[src/rtl/dre_pkg.sv]
package dre_pkg;
  localparam int WORD_W    = 32;
  localparam int DESC_STEP = 16;
  localparam int OWN_POS   = 31;
  localparam int WRAP_POS  = 25;
  localparam int ERR_POS   = 15;
  localparam int LAST_POS  = 8;

  typedef enum logic [2:0] {
    PS_STOP  = 3'd0,
    PS_FETCH = 3'd1,
    PS_MOVE  = 3'd2,
    PS_CLOSE = 3'd3,
    PS_SUSP  = 3'd4
  } proc_state_e;

  // address of the entry that follows cur
  function automatic logic [WORD_W-1:0] next_entry(input logic [WORD_W-1:0] cur,
                                                   input logic [WORD_W-1:0] base,
                                                   input logic wrap);
    return wrap ? base : WORD_W'(cur + WORD_W'(DESC_STEP));
  endfunction

  // number of 32-bit words that carry nbytes
  function automatic logic [15:0] word_count(input logic [15:0] nbytes);
    logic [16:0] t;
    t = {1'b0, nbytes} + 17'd3;
    return 16'(t[16:2]);
  endfunction

  // true when word idx ends inside a buffer of size bytes
  function automatic logic word_fits(input logic [15:0] idx, input logic [15:0] size);
    logic [17:0] end_b;
    end_b = {idx, 2'b00} + 18'd4;
    return end_b <= {2'b00, size};
  endfunction

  // receive status word: length in 30:16, error, last-descriptor mark
  function automatic logic [WORD_W-1:0] rx_close_word(input logic [15:0] nwords,
                                                      input logic err);
    logic [15:0] nb;
    nb = {1'b0, nwords[12:0], 2'b00};
    return {nb, err, 6'b0, 1'b1, 8'b0};
  endfunction

  // byte offset of buffer word idx
  function automatic logic [WORD_W-1:0] word_offset(input logic [15:0] idx);
    return {16'b0, idx[13:0], 2'b00};
  endfunction
endpackage

[src/rtl/dre_tx.sv]
module dre_tx
  import dre_pkg::*;
#(
  parameter int LEN_W = 11
) (
  input  logic              clk,
  input  logic              rst_n,
  input  logic              en,
  input  logic              poll,
  input  logic [WORD_W-1:0] base,
  output logic              req,
  output logic              we,
  output logic [WORD_W-1:0] addr,
  output logic [WORD_W-1:0] wdata,
  input  logic              ack,
  input  logic [WORD_W-1:0] rdata,
  output logic [WORD_W-1:0] out_data,
  output logic              out_valid,
  output logic              out_last,
  input  logic              out_ready,
  output logic [2:0]        state,
  output logic              wb
);
  typedef enum logic [2:0] {T_STOP, T_FST, T_FCT, T_FBA, T_RD, T_OUT, T_WB, T_SUSP} tst_e;

  tst_e              st;
  logic [WORD_W-1:0] ptr;
  logic [WORD_W-1:0] buf_a;
  logic [WORD_W-1:0] data_q;
  logic [15:0]       idx;
  logic [15:0]       nwords;
  logic              wrap_q;
  logic              final_word;

  assign final_word = (idx == 16'(nwords - 16'd1));

  always_ff @(posedge clk or negedge rst_n) begin
    if (!rst_n) begin
      st     <= T_STOP;
      ptr    <= '0;
      buf_a  <= '0;
      data_q <= '0;
      idx    <= '0;
      nwords <= '0;
      wrap_q <= 1'b0;
    end else begin
      case (st)
        T_STOP: if (en) begin
          ptr <= base;
          st  <= T_FST;
        end
        T_FST: if (ack) st <= rdata[OWN_POS] ? T_FCT : T_SUSP;
        T_FCT: if (ack) begin
          wrap_q <= rdata[WRAP_POS];
          nwords <= word_count(16'(rdata[LEN_W-1:0]));
          st     <= T_FBA;
        end
        T_FBA: if (ack) begin
          buf_a <= rdata;
          idx   <= '0;
          st    <= (nwords == 16'd0) ? T_WB : T_RD;
        end
        T_RD: if (ack) begin
          data_q <= rdata;
          st     <= T_OUT;
        end
        T_OUT: if (out_ready) begin
          if (final_word) st <= T_WB;
          else begin
            idx <= 16'(idx + 16'd1);
            st  <= T_RD;
          end
        end
        T_WB: if (ack) begin
          ptr <= next_entry(ptr, base, wrap_q);
          st  <= en ? T_FST : T_STOP;
        end
        T_SUSP: begin
          if (!en) st <= T_STOP;
          else if (poll) st <= T_FST;
        end
        default: st <= T_STOP;
      endcase
    end
  end

  always_comb begin
    req  = 1'b0;
    addr = ptr;
    case (st)
      T_FST: req = 1'b1;
      T_FCT: begin req = 1'b1; addr = WORD_W'(ptr + 32'd4); end
      T_FBA: begin req = 1'b1; addr = WORD_W'(ptr + 32'd8); end
      T_RD:  begin req = 1'b1; addr = WORD_W'(buf_a + word_offset(idx)); end
      T_WB:  req = 1'b1;
      default: ;
    endcase
  end

  assign we        = (st == T_WB);
  assign wb        = (st == T_WB);
  assign wdata     = '0;
  assign out_valid = (st == T_OUT);
  assign out_data  = data_q;
  assign out_last  = (st == T_OUT) && final_word;

  always_comb begin
    case (st)
      T_STOP:               state = PS_STOP;
      T_FST, T_FCT, T_FBA:  state = PS_FETCH;
      T_RD, T_OUT:          state = PS_MOVE;
      T_WB:                 state = PS_CLOSE;
      default:              state = PS_SUSP;
    endcase
  end
endmodule

[src/rtl/dre_rx.sv]
module dre_rx
  import dre_pkg::*;
#(
  parameter int LEN_W    = 11,
  parameter int RX_RETRY = 16
) (
  input  logic              clk,
  input  logic              rst_n,
  input  logic              en,
  input  logic [WORD_W-1:0] base,
  output logic              req,
  output logic              we,
  output logic [WORD_W-1:0] addr,
  output logic [WORD_W-1:0] wdata,
  input  logic              ack,
  input  logic [WORD_W-1:0] rdata,
  input  logic [WORD_W-1:0] in_data,
  input  logic              in_valid,
  input  logic              in_last,
  input  logic              in_err,
  output logic              in_ready,
  output logic [2:0]        state,
  output logic              wb
);
  localparam int RT_W = (RX_RETRY > 1) ? $clog2(RX_RETRY) : 1;
  localparam logic [RT_W-1:0] RT_END = RT_W'(RX_RETRY - 1);

  typedef enum logic [2:0] {R_STOP, R_FST, R_FCT, R_FBA, R_RECV, R_WR, R_CLOSE, R_SUSP} rst_e;

  rst_e              st;
  logic [WORD_W-1:0] ptr;
  logic [WORD_W-1:0] buf_a;
  logic [WORD_W-1:0] wr_addr;
  logic [WORD_W-1:0] word_q;
  logic [15:0]       size_q;
  logic [15:0]       idx;
  logic              wrap_q;
  logic              last_q;
  logic              err_q;
  logic              ovf_q;
  logic [RT_W-1:0]   retry;

  always_ff @(posedge clk or negedge rst_n) begin
    if (!rst_n) begin
      st      <= R_STOP;
      ptr     <= '0;
      buf_a   <= '0;
      wr_addr <= '0;
      word_q  <= '0;
      size_q  <= '0;
      idx     <= '0;
      wrap_q  <= 1'b0;
      last_q  <= 1'b0;
      err_q   <= 1'b0;
      ovf_q   <= 1'b0;
      retry   <= '0;
    end else begin
      case (st)
        R_STOP: if (en) begin
          ptr <= base;
          st  <= R_FST;
        end
        R_FST: if (ack) begin
          retry <= '0;
          st    <= rdata[OWN_POS] ? R_FCT : R_SUSP;
        end
        R_FCT: if (ack) begin
          wrap_q <= rdata[WRAP_POS];
          size_q <= 16'(rdata[LEN_W-1:0]);
          st     <= R_FBA;
        end
        R_FBA: if (ack) begin
          buf_a  <= rdata;
          idx    <= '0;
          err_q  <= 1'b0;
          ovf_q  <= 1'b0;
          last_q <= 1'b0;
          st     <= R_RECV;
        end
        R_RECV: if (in_valid) begin
          idx    <= 16'(idx + 16'd1);
          last_q <= in_last;
          if (in_last) err_q <= in_err;
          if (word_fits(idx, size_q)) begin
            wr_addr <= WORD_W'(buf_a + word_offset(idx));
            word_q  <= in_data;
            st      <= R_WR;
          end else begin
            ovf_q <= 1'b1;
            if (in_last) st <= R_CLOSE;
          end
        end
        R_WR: if (ack) st <= last_q ? R_CLOSE : R_RECV;
        R_CLOSE: if (ack) begin
          ptr <= next_entry(ptr, base, wrap_q);
          st  <= en ? R_FST : R_STOP;
        end
        R_SUSP: begin
          if (!en) st <= R_STOP;
          else if (retry == RT_END) begin
            retry <= '0;
            st    <= R_FST;
          end else retry <= RT_W'(retry + 1'b1);
        end
        default: st <= R_STOP;
      endcase
    end
  end

  always_comb begin
    req   = 1'b0;
    addr  = ptr;
    wdata = word_q;
    case (st)
      R_FST:   req = 1'b1;
      R_FCT:   begin req = 1'b1; addr = WORD_W'(ptr + 32'd4); end
      R_FBA:   begin req = 1'b1; addr = WORD_W'(ptr + 32'd8); end
      R_WR:    begin req = 1'b1; addr = wr_addr; end
      R_CLOSE: begin req = 1'b1; wdata = rx_close_word(idx, err_q | ovf_q); end
      default: ;
    endcase
  end

  assign we       = (st == R_WR) || (st == R_CLOSE);
  assign wb       = (st == R_CLOSE);
  assign in_ready = (st == R_RECV);

  always_comb begin
    case (st)
      R_STOP:              state = PS_STOP;
      R_FST, R_FCT, R_FBA: state = PS_FETCH;
      R_RECV, R_WR:        state = PS_MOVE;
      R_CLOSE:             state = PS_CLOSE;
      default:             state = PS_SUSP;
    endcase
  end
endmodule

[src/rtl/dre_arb.sv]
module dre_arb
  import dre_pkg::*;
(
  input  logic              clk,
  input  logic              rst_n,
  input  logic              tx_req,
  input  logic              tx_we,
  input  logic [WORD_W-1:0] tx_addr,
  input  logic [WORD_W-1:0] tx_wdata,
  output logic              tx_ack,
  input  logic              rx_req,
  input  logic              rx_we,
  input  logic [WORD_W-1:0] rx_addr,
  input  logic [WORD_W-1:0] rx_wdata,
  output logic              rx_ack,
  output logic              mem_req,
  output logic              mem_we,
  output logic [WORD_W-1:0] mem_addr,
  output logic [WORD_W-1:0] mem_wdata,
  input  logic              mem_ack,
  output logic              busy,
  output logic              gnt_tx,
  output logic              gnt_rx
);
  logic owner_rx;
  logic pick_rx;

  // a held grant keeps its owner; a free port favours receive
  assign pick_rx   = busy ? owner_rx : rx_req;
  assign mem_req   = pick_rx ? rx_req   : tx_req;
  assign mem_we    = pick_rx ? rx_we    : tx_we;
  assign mem_addr  = pick_rx ? rx_addr  : tx_addr;
  assign mem_wdata = pick_rx ? rx_wdata : tx_wdata;
  assign gnt_rx    = pick_rx && rx_req;
  assign gnt_tx    = !pick_rx && tx_req;
  assign rx_ack    = mem_ack && pick_rx;
  assign tx_ack    = mem_ack && !pick_rx;

  always_ff @(posedge clk or negedge rst_n) begin
    if (!rst_n) begin
      busy     <= 1'b0;
      owner_rx <= 1'b0;
    end else if (mem_ack) begin
      busy <= 1'b0;
    end else if (mem_req && !busy) begin
      busy     <= 1'b1;
      owner_rx <= pick_rx;
    end
  end
endmodule

[src/rtl/dring_engine.sv]
module dring_engine
  import dre_pkg::*;
#(
  parameter int LEN_W    = 11,
  parameter int RX_RETRY = 16
) (
  input  logic        clk,
  input  logic        rst_n,
  input  logic        tx_enable,
  input  logic        rx_enable,
  input  logic        tx_poll,
  input  logic [31:0] tx_ring_base,
  input  logic [31:0] rx_ring_base,
  output logic        mem_req,
  output logic        mem_we,
  output logic [31:0] mem_addr,
  output logic [31:0] mem_wdata,
  input  logic        mem_ack,
  input  logic [31:0] mem_rdata,
  output logic [31:0] tx_data,
  output logic        tx_valid,
  output logic        tx_last,
  input  logic        tx_ready,
  input  logic [31:0] rx_data,
  input  logic        rx_valid,
  input  logic        rx_last,
  input  logic        rx_err,
  output logic        rx_ready,
  output logic [2:0]  tx_state,
  output logic [2:0]  rx_state
);
  logic              tx_req, tx_we, tx_ack, tx_wb;
  logic [WORD_W-1:0] tx_addr, tx_wdata;
  logic              rx_req, rx_we, rx_ack, rx_wb;
  logic [WORD_W-1:0] rx_addr, rx_wdata;
  logic              arb_busy, gnt_tx, gnt_rx;

  dre_tx #(.LEN_W(LEN_W)) u_tx (
    .clk(clk), .rst_n(rst_n), .en(tx_enable), .poll(tx_poll), .base(tx_ring_base),
    .req(tx_req), .we(tx_we), .addr(tx_addr), .wdata(tx_wdata),
    .ack(tx_ack), .rdata(mem_rdata),
    .out_data(tx_data), .out_valid(tx_valid), .out_last(tx_last), .out_ready(tx_ready),
    .state(tx_state), .wb(tx_wb)
  );

  dre_rx #(.LEN_W(LEN_W), .RX_RETRY(RX_RETRY)) u_rx (
    .clk(clk), .rst_n(rst_n), .en(rx_enable), .base(rx_ring_base),
    .req(rx_req), .we(rx_we), .addr(rx_addr), .wdata(rx_wdata),
    .ack(rx_ack), .rdata(mem_rdata),
    .in_data(rx_data), .in_valid(rx_valid), .in_last(rx_last), .in_err(rx_err),
    .in_ready(rx_ready), .state(rx_state), .wb(rx_wb)
  );

  dre_arb u_arb (
    .clk(clk), .rst_n(rst_n),
    .tx_req(tx_req), .tx_we(tx_we), .tx_addr(tx_addr), .tx_wdata(tx_wdata), .tx_ack(tx_ack),
    .rx_req(rx_req), .rx_we(rx_we), .rx_addr(rx_addr), .rx_wdata(rx_wdata), .rx_ack(rx_ack),
    .mem_req(mem_req), .mem_we(mem_we), .mem_addr(mem_addr), .mem_wdata(mem_wdata),
    .mem_ack(mem_ack), .busy(arb_busy), .gnt_tx(gnt_tx), .gnt_rx(gnt_rx)
  );
endmodule

[config.mk]
export PLATFORM = sky130hd
export DESIGN_NAME = dring_engine
export DESIGN_NICKNAME = d
export VERILOG_FILES = /design/src/rtl/dre_pkg.sv /design/src/rtl/dre_tx.sv /design/src/rtl/dre_rx.sv /design/src/rtl/dre_arb.sv /design/src/rtl/dring_engine.sv
export SDC_FILE = /design/constraint.sdc
export NUM_CORES = 1
export LEC_CHECK = 0
export BUFFER_PORTS_ARGS = -buffer_cell sky130_fd_sc_hd__clkbuf_2
export CAP_MARGIN = 0
export CORE_ASPECT_RATIO = 0.6
export CORE_UTILIZATION = 35
export CTS_BUF_LIST = sky130_fd_sc_hd__clkbuf_4 sky130_fd_sc_hd__clkbuf_8
export DETAILED_ROUTE_END_ITERATION = 7
export PLACE_DENSITY = 0.55
export SLEW_MARGIN = 25
export SYNTH_ARGS = -nofsm -noshare
export SYNTH_HDL_FRONTEND = slang
export SYNTH_SLANG_ARGS = --single-unit
export TNS_END_PERCENT = 30
[constraint.sdc]
create_clock -name clk -period 3.7 [get_ports clk]
set_input_delay 0.37 -clock clk [delete_from_list [all_inputs] [get_ports clk]]
set_output_delay 0.37 -clock clk [all_outputs]
set_load 0.01 [all_outputs]
==> impl_metrics.csv <==
group,metric,value,unit
status,status,"finished, violations left",
status,violations,"setup timing",
clock_network,clk_pin_slew_worst_paths,0.06,ns
final_layout,layout.core_utilization,44.8,%
final_layout,antenna_cells,0,
power,finalPower,20.7,mW
die,chipHeight,186,um
power,pwr-share-seq,30.9,%
placed_design,dp_hpwl,59100,um
grt,grt_pass1_vias,18963,
power,irDropWorstVdd,0.458,mV
clock_network,cts_sinks,294,
sta,worst_slew_pin_slew,0.965,ns
placed_design,dp.cells,3308,
drt,routedWlPerCell,22.4,um
hold_path,hp-start,"mem_rdata[22]",
yosys,synth_flop_cell,"dfrtp_1",
drt,dr.pass1.iters,5,
die,die_w,308,um
clock_network,ctsHtreeMaxLevel,2,
hold_path,whs_endpoint,"u_tx.buf_a[22]$_DFFE_PN0P_",
drt,viasPerCell,5.75,
yosys,syn_inst,2373,
power,powerDensity,840,nW/um2
critical_path,worst_ep_arrival_time,3.40,ns
drt,wirelength,78300,um
sta,maxSlewHeadroom,34.9,%
critical_path,ff2ff_setup_slack,0.21,ns
hold_path,hp-class,"primary input to flip-flop",
yosys,ys_ff_latch,294,
sta,fin_crit,3.77,ns
yosys,ys_seq_area_share,37.4,%
power,pwr-share-comb,53.0,%
final_layout,layout_common_cells,"nand2_1, dfrtp_1, clkbuf_2",
clock_network,clk_latency,0.67,ns
power,swShare,47.9,%
power,p_int,10.8,mW
sta,setup_violations,1,
drt,vias,20090,
critical_path,worstSetupStartpointType,"flip-flop",
sta,skew,0.0468,ns
yosys,avgSynthCellArea,8.29,um2
clock_network,numCtsBuffers,50,
sta,slew_violations,0,
final_layout,final_common_cell,"nand2_1",
placed_design,port_buffers,244,
sta,finalHoldViolations,0,
die,rows,66,
sta,fin_setup_tns,-0.0661,ns
die,coreArea,54800,um2
die,die-area,57200,um2
critical_path,path_class,"flip-flop to output pin",
power,p_switching,9.89,mW
final_layout,syn_to_final_growth,25.0,%
drt,ant_nets,0,
critical_path,worstReg2RegStart,"u_rx.idx[1]$_DFFE_PN0P_",
final_layout,drive_above_1_share,25.0,%
yosys,synth.distinct_cells,89,
clock_network,cts_tree,"done",
sta,fmax,266,MHz
clock_network,clock_path_buffers,3,
grt,grt_max_degree,106,
yosys,netlist_area,19700,um2
sta,period_share,102,%
critical_path,r2r_end,"u_rx.word_q[2]$_DFFE_PN0P_",
grt,grt_use_total,26.8,%
sta,rsz0062_at_grt,"yes",
flow_run,maxCapViolations,0,
sta,setup_slack,-0.0661,ns
power,clock_power_share,16.2,%
drt,drc,0,
drt,drt_iter0_drc,2102,
die,initial_core_util,35.9,%
grt,antenna_found_initial,2,
critical_path,worst_setup_path_end_kind,"output pin",
yosys,synth_nets,2561,
grt,grt_pass1_wl,117000,um
final_layout,fin_cells,3492,
hold_path,whs_path_depth,3,
yosys,synth_edf_count,0,
power,power_leakage,10.5,nW
yosys,async_flop_share,100,%
grt,overflow,0,
final_layout,fin_nets,2895,
die,num_io_pins,245,
critical_path,reg2regPathDepth,12,
placed_design,place.gp.congestion,0.957,
critical_path,cp_max_fo,9,
yosys,synth_warnings,0,
critical_path,crit_required,3.33,ns
clock_network,cts_root_buf,"clkbuf_8",
==> cell usage after synthesis (6+ instances only) <==
library cell / count / share of area [%]
a21boi_0: 11 / 0.42
xor2_1: 28 / 1.2
o31ai_1: 26 / 0.99
mux2i_1: 8 / 0.41
a22oi_1: 6 / 0.23
nand4_1: 48 / 1.5
a211oi_1: 24 / 0.92
nor3_1: 64 / 1.6
buf_2: 22 / 0.56
nand2b_1: 13 / 0.41
a311oi_1: 8 / 0.36
o211ai_1: 14 / 0.53
o32ai_1: 6 / 0.27
a31oi_1: 38 / 1.2
a21o_1: 14 / 0.53
xnor2_1: 62 / 2.8
dfrtp_1: 294 / 37
nand3_1: 98 / 2.5
nor2_1: 175 / 3.3
o21a_1: 10 / 0.38
or2_2: 8 / 0.25
ha_1: 48 / 3.1
clkbuf_1: 118 / 2.3
nor2b_1: 8 / 0.25
o31a_1: 9 / 0.40
o22ai_1: 31 / 0.99
a21oi_1: 237 / 6.0
and4_1: 14 / 0.62
or3_1: 31 / 0.99
a32oi_1: 6 / 0.27
o21ai_0: 157 / 4.0
mux2_2: 99 / 5.7
nand2_1: 346 / 6.6
inv_1: 57 / 1.1
or4_1: 8 / 0.31
and2_1: 13 / 0.41
nor4_1: 20 / 0.64
mux2_1: 21 / 1.2
buf_1: 11 / 0.21
and3_1: 44 / 1.4
==> power groups by stage <==
stage               combinational, mW  sequential, mW  clock [mW]
floorplan                        6.52            5.51           0
global placement                 10.1            6.29           0
detailed placement               10.1            6.33           0
CTS                              10.5            6.31        3.43
global route                     11.8            6.55        3.56
finish                           10.9            6.38        3.34
==> sequential cells by signal, summed over array words and instances, names as in the netlist, 16 cells and up <==
signal,count
u_rx.buf_a,32
u_rx.idx,16
u_rx.ptr,32
u_rx.word_q,32
u_rx.wr_addr,32
u_tx.buf_a,32
u_tx.idx,16
u_tx.out_data,32
u_tx.ptr,32
==> worst max-delay path, stage by stage (launching register included) <==
cell	delay, ns
dfrtp_2	0.45
ha_1	0.25
nand4_1	0.18
nor4_2	0.33
a31o_2	0.21
or3b_2	0.46
a21oi_2	0.27
o22ai_1	0.16
a211oi_2	0.24
clkbuf_2	0.18
==> metal layers <==
layer | track usage, % | routed length (um) | up-vias
li1 | - | - | 9311
met1 | 40.7 | 37900 | 9864
met2 | 38.2 | 32100 | 824
met3 | 5.56 | 6750 | 91
met4 | 6.15 | 1520 | 0
met5 | 0 | 0 | -
==> cell families (layout without fill, tap and decap cells) <==
group | after synthesis | count (layout) | share of synthesized area (%)
simple gates | 925 | 925 | 22.6
compound gates | 674 | 674 | 21.1
flops | 294 | 294 | 37.4
buf+inv | 212 | 583 | 4.29
mux | 128 | 128 | 7.28
xor+xnor | 90 | 90 | 4.01
fa+ha+maj | 50 | 50 | 3.26
==> per-stage QoR <==
| step | hold slack [ns] | worst slack (ns) | cell area (um2) |
|---|---|---|---|
| 6_report | 0.0299 | -0.0661 | 24600 |
| 5_1_grt | 0.00623 | -0.153 | 24600 |
| 4_1_cts | 0.000996 | -0.0877 | 24300 |
| 3_5_place_dp | 0.469 | 0.244 | 22100 |
| 3_3_place_gp | 0.458 | 0.269 | 22100 |
| 2_1_floorplan | 0.0744 | 0.531 | 19700 |
==> area by class of cell <==
class                           instances  area [um2]
Clock buffer                           77         947
Clock inverter                         12         155
Fill cell                            5476       30200
Inverter                               58         219
Multi-Input combinational cell       1867       11900
Sequential cell                       294        7390
Tap cell                              748         936
Timing Repair Buffer                  436        3000
==> timing repair <==
| action | CTS | global route |
|---|---|---|
| endpoints found under the hold margin | 176 | 0 |
| resized for setup | 60 | 69 |
| buffers inserted | 8 | 8 |
| setup endpoints to repair | 29 | 28 |
| pin swaps | 11 | 17 |
| hold buffers | 79 | 0 |
==> worst max path at each step <==
stage	startpoint	end	cells past startpoint
global route	u_rx.ptr[3]$_DFFE_PN0P_	mem_addr[31]	9
floorplan	u_tx.idx[0]$_DFFE_PN0P_	mem_addr[20]	10
global placement	u_tx.idx[0]$_DFFE_PN0P_	mem_addr[28]	10
detailed placement	u_rx.idx[0]$_DFFE_PN0P_	u_rx.word_q[11]$_DFFE_PN0P_	12
CTS	u_tx.buf_a[2]$_DFFE_PN0P_	mem_addr[20]	11
finish	u_rx.ptr[3]$_DFFE_PN0P_	mem_addr[31]	9
No activity file was read; power rests on OpenSTA's default activity.
